[src/rtl/reset_merge_ctrl.sv]
module reset_merge_ctrl #(
  parameter int KEYS     = 4,
  parameter int HOLD_CYC = 16,
  parameter int KSYNC    = 2,
  parameter int RSYNC    = 2
) (
  input  logic            clk,
  input  logic            ext_rst_n,
  input  logic [KEYS-1:0] key_in,
  input  logic            cfg_we,
  input  logic [KEYS:0]   cfg_wdata,
  output logic [KEYS:0]   cfg_rd,
  input  logic            wdt_req,
  output logic [2:0]      rst_cause,
  output logic            sys_rst_n
);

  localparam int CW = $clog2(HOLD_CYC + 1);

  logic [KSYNC-1:0][KEYS-1:0] ksync;
  logic [KEYS-1:0]            key_mask;
  logic                       wdt_en;
  logic [CW-1:0]              hold_cnt;
  logic [RSYNC-1:0]           rel;
  logic                       key_hit, wdt_hit, trig, soft_rst, raw_rst;

  always_ff @(posedge clk or negedge ext_rst_n)
    if (!ext_rst_n) ksync <= '1;
    else            ksync <= {ksync[KSYNC-2:0], key_in};

  assign key_hit  = (key_mask != '0) && ((ksync[KSYNC-1] & key_mask) == '0);
  assign wdt_hit  = wdt_en & wdt_req;
  assign trig     = key_hit | wdt_hit;

  always_ff @(posedge clk or negedge ext_rst_n)
    if (!ext_rst_n)         hold_cnt <= '0;
    else if (trig)          hold_cnt <= CW'(HOLD_CYC);
    else if (hold_cnt != 0) hold_cnt <= hold_cnt - 1'b1;

  assign soft_rst = (hold_cnt != '0);
  assign raw_rst  = !ext_rst_n || soft_rst;

  always_ff @(posedge clk or posedge raw_rst)
    if (raw_rst) rel <= '0;
    else         rel <= {rel[RSYNC-2:0], 1'b1};

  assign sys_rst_n = rel[RSYNC-1];

  always_ff @(posedge clk or negedge sys_rst_n)
    if (!sys_rst_n) begin
      key_mask <= '0;
      wdt_en   <= 1'b0;
    end else if (cfg_we) begin
      key_mask <= cfg_wdata[KEYS-1:0];
      wdt_en   <= cfg_wdata[KEYS];
    end

  assign cfg_rd = {wdt_en, key_mask};

  always_ff @(posedge clk or negedge ext_rst_n)
    if (!ext_rst_n) rst_cause <= 3'b001;
    else if (trig)  rst_cause <= {wdt_hit, key_hit, 1'b0};

  AST_PIN_HOLDS: assert property (@(posedge clk)
    !ext_rst_n |=> !sys_rst_n);
  AST_NO_EARLY_RELEASE: assert property (@(posedge clk) disable iff (!ext_rst_n)
    $rose(sys_rst_n) |-> !soft_rst);
  AST_CFG_CLEARED: assert property (@(posedge clk) disable iff (!ext_rst_n)
    !sys_rst_n |-> (cfg_rd == '0));
  AST_EVENT_ASSERTS: assert property (@(posedge clk) disable iff (!ext_rst_n)
    trig |=> !sys_rst_n);
  AST_HOLD_KEEPS_LOW: assert property (@(posedge clk) disable iff (!ext_rst_n)
    soft_rst |-> !sys_rst_n);
  AST_CAUSE_SET: assert property (@(posedge clk) disable iff (!ext_rst_n)
    rst_cause != 3'b000);

endmodule

[config.mk]
export PLATFORM = sky130hd
export DESIGN_NAME = reset_merge_ctrl
export DESIGN_NICKNAME = d
export VERILOG_FILES = /design/src/rtl/reset_merge_ctrl.sv
export SDC_FILE = /design/constraint.sdc
export NUM_CORES = 1
export LEC_CHECK = 0
export ABC_AREA = 1
export CAP_MARGIN = 0
export CORE_MARGIN = 1
export CORE_UTILIZATION = 47
export DETAILED_ROUTE_END_ITERATION = 6
export GPL_TIMING_DRIVEN = 0
export PLACE_DENSITY = 0.76
export SLEW_MARGIN = 15
export SYNTH_ARGS = -nofsm -noshare
export SYNTH_HDL_FRONTEND = slang
export SYNTH_SLANG_ARGS = --single-unit
export TNS_END_PERCENT = 50
[constraint.sdc]
create_clock -name clk -period 1 [get_ports clk]
set_input_delay 0.15 -clock clk [delete_from_list [all_inputs] [get_ports clk]]
set_output_delay 0.15 -clock clk [all_outputs]
set_load 0.01 [all_outputs]
==> flow_metrics.tcl <==
set metrics [dict create \
    vias_per_cell 4.497 \
    fp.coreArea_sq_mm 0.001764 \
    irDropWorstVdd_mv 1.255 \
    multi_input_area_sq_um 299.0 \
    clock-sinks 23 \
    io_buffers 20 \
    synth-simple-area-share 0.2119 \
    hold_slack_ns -0.1122 \
    nFillCells 149 \
    cp-start-kind "flip-flop" \
    finalClockSkew_ns 0.001018 \
    synth_top_family_by_area "simple AND/OR/NAND/NOR gates" \
    grt_max_degree 18 \
    synthMuxAreaShare 0.01247 \
    die_h_um 45.84 \
    synthToLayoutAreaGrowth_pct 36.56 \
    setup_violations 10 \
    clk_pin_slew_worst_paths_ns 0.11 \
    avgSynthCellArea_sq_um 10.27 \
    synth_compound_area_frac 0.04432 \
    clockBufferDepth 2 \
    fmax_mhz 909.4 \
    wire_per_inst_um 10.85 \
    ys_types 20 \
    pre_cts_slack_ns -0.2443 \
    violations "hold timing, setup timing" \
    maxCapViolCount 0 \
    crit_slowest_cell "dfstp_2" \
    yosysSeqAreaShare 0.6496 \
    drt_iter0_markers 3 \
    yosys_warnings 0 \
    vias 643 \
    cts_made_buffers 3 \
    netlist_area_sq_um 903.4 \
    min_period_ns 1.100 \
    fin_ws_ns -0.09958 \
    cp_max_fo 2 \
    boundaryPins 22 \
    path_class "reg -> out" \
    grt_pass1_wl_um 2525 \
    status "complete, but fails checks" \
    nets 133 \
    drive_gt1_frac 0.4153 \
    synth_xor_area_frac 0 \
    drcViolationCount 0 \
    start_util 0.5121 \
    synth-seq-cells 23 \
    drv_slew 0 \
    antenna_cells 0 \
    power_density_mw_per_mm2 2059 \
    routed_wl_um 1551 \
    drtPass1Iterations 4 \
    cp_num_buf_inv 1 \
    hold_viol 7 \
    die_area_sq_mm 0.002101 \
    post-dp-hpwl_um 1066 \
    grt_pass1_vias 604 \
    die_w_um 45.84 \
    synthCells 88 \
    worstSkewPairLatency_ns 0.29 \
    seq_area_sq_um 588.1 \
    ant_nets 0 \
    p_leak_nw 0.5998 \
    post-route-period-util 1.100 \
    cp_top_family "flip-flops" \
    rows 15 \
    end_kind "output port" \
    clk_root_buffer_cell "clkbuf_4" \
    critical_path.cell_chain "buf_6" \
    grt_setup_unrepaired "yes" \
    slew_headroom 0.5153 \
    cp.arrival_ns 0.95 \
    gp_congestion 0.7259 \
    worst_pin_slew_ns 0.7259 \
    syn_nets 102 \
    antenna_found_initial 0 \
    slowest_delay_ns 0.56 \
    grt_overflow_total 0 \
    grt_usage 0.1720 \
    required_ns 0.85 \
    cts-htree-levels 1 \
    hold_buffers 0 \
    synthAdderAreaFrac 0.01385 \
    min-delay-path-class "in -> async" \
    finalPower_mw 2.540 \
    setup_tns_ns -0.5927 \
    cts_tree "yes" \
]
## registers in the layout, indices dropped and copies added, names as in the netlist
name	flops
key_mask	4
hold_cnt	5
rst_cause	3
ksync	8
wdt_en	1
rel	2
## synthesized netlist by cell type (all sizes together)
cell | count | area [sq um]
nand3 | 2 | 22.52
inv | 12 | 45.04
ha | 1 | 12.51
a21oi | 1 | 5.000
mux2 | 1 | 11.26
conb | 1 | 3.750
dfstp | 9 | 236.5
buf | 2 | 12.51
a21boi | 2 | 15.02
dfrtp | 14 | 350.3
nor2 | 11 | 51.30
o21ai | 4 | 20.02
nand4 | 3 | 18.77
nand2 | 25 | 98.84
## logic make-up (layout without fill, tap and decap cells)
kind of cell,count (synthesis),count (layout)
flip-flops,23,23
adder cells (fa/ha/maj),1,1
multiplexers,1,1
buffers and inverters,14,44
AND/OR/NAND/NOR,41,41
AO/OA/AOI/OAI,7,7
other,1,1
## final timing paths
path                              start      endpoint  slack [ns]  cells past startpoint
max in group asynchronous   hold_cnt[0]        rel[1]        0.26                      4
max                        rst_cause[0]  rst_cause[0]        -0.1                      1
max reg2reg                 hold_cnt[0]   hold_cnt[3]       -0.09                      5
min in group clk                 cfg_we   key_mask[0]        0.15                      2
min                           ext_rst_n   hold_cnt[1]       -0.11                      1
min reg2reg                      rel[1]   key_mask[3]        0.20                      1
## stage by stage
step           utilization  instances  hold slack, ns  instance area [sq um]
2_1_floorplan            -         88         -0.1456                  923.4
3_3_place_gp        0.6546        133         0.09306                   1155
3_5_place_dp        0.6546        133         0.09408                   1155
6_report            0.6993        143         -0.1122                   1234
4_1_cts             0.6879        142          0.1350                   1214
5_1_grt             0.6993        143        -0.07173                   1234
## cell type report
type                    instances  share of cell area
multi-input cells              51              0.2424
repair buffers                 27              0.1917
flip-flops and latches         23              0.4767
inverters                      12             0.03854
well taps                      25             0.02536
clock buffers                   4             0.02130
plain buffers                   1            0.004057
## layout by cell type (no fill, tap or decap)
cell	Yosys	final
dfrtp_2	0	1
buf_2	1	7
dfstp_2	9	9
o21ai_0	4	4
a21boi_2	0	1
inv_4	0	1
nand4_1	3	3
nand3_1	1	1
inv_2	0	3
dfrtp_1	14	13
clkdlybuf4s50_1	0	10
nand2_2	2	5
conb_1	1	1
a21boi_0	1	1
buf_6	0	5
clkbuf_1	0	1
buf_4	1	5
nand2_1	23	19
nor2_2	1	3
ha_4	0	1
nand3_4	1	1
nor2_4	1	1
a21oi_2	0	1
mux2_2	1	1
clkbuf_4	0	3
inv_1	12	8
nor2_1	9	7
nand2_4	0	1
dlymetal6s2s_1	0	1
## power breakdown
group	internal (mW)	switching, mW
sequential	1.08	0.113
combinational	0.439	0.500
clock	0.155	0.249
total	1.68	0.862
## layer usage
layer	track usage	wire length, um
met3	0.03968	66
met5	0	0
met2	0.2648	769
met1	0.2316	702
met4	0.07647	12
## timing repair
item                                   CTS  global route
resized for setup                       47             6
endpoints found under the hold margin    0             7
pin swaps                                5             4
setup endpoints to repair               15            19
buffers inserted                         6             1
No activity file was read; power rests on OpenSTA's default activity.
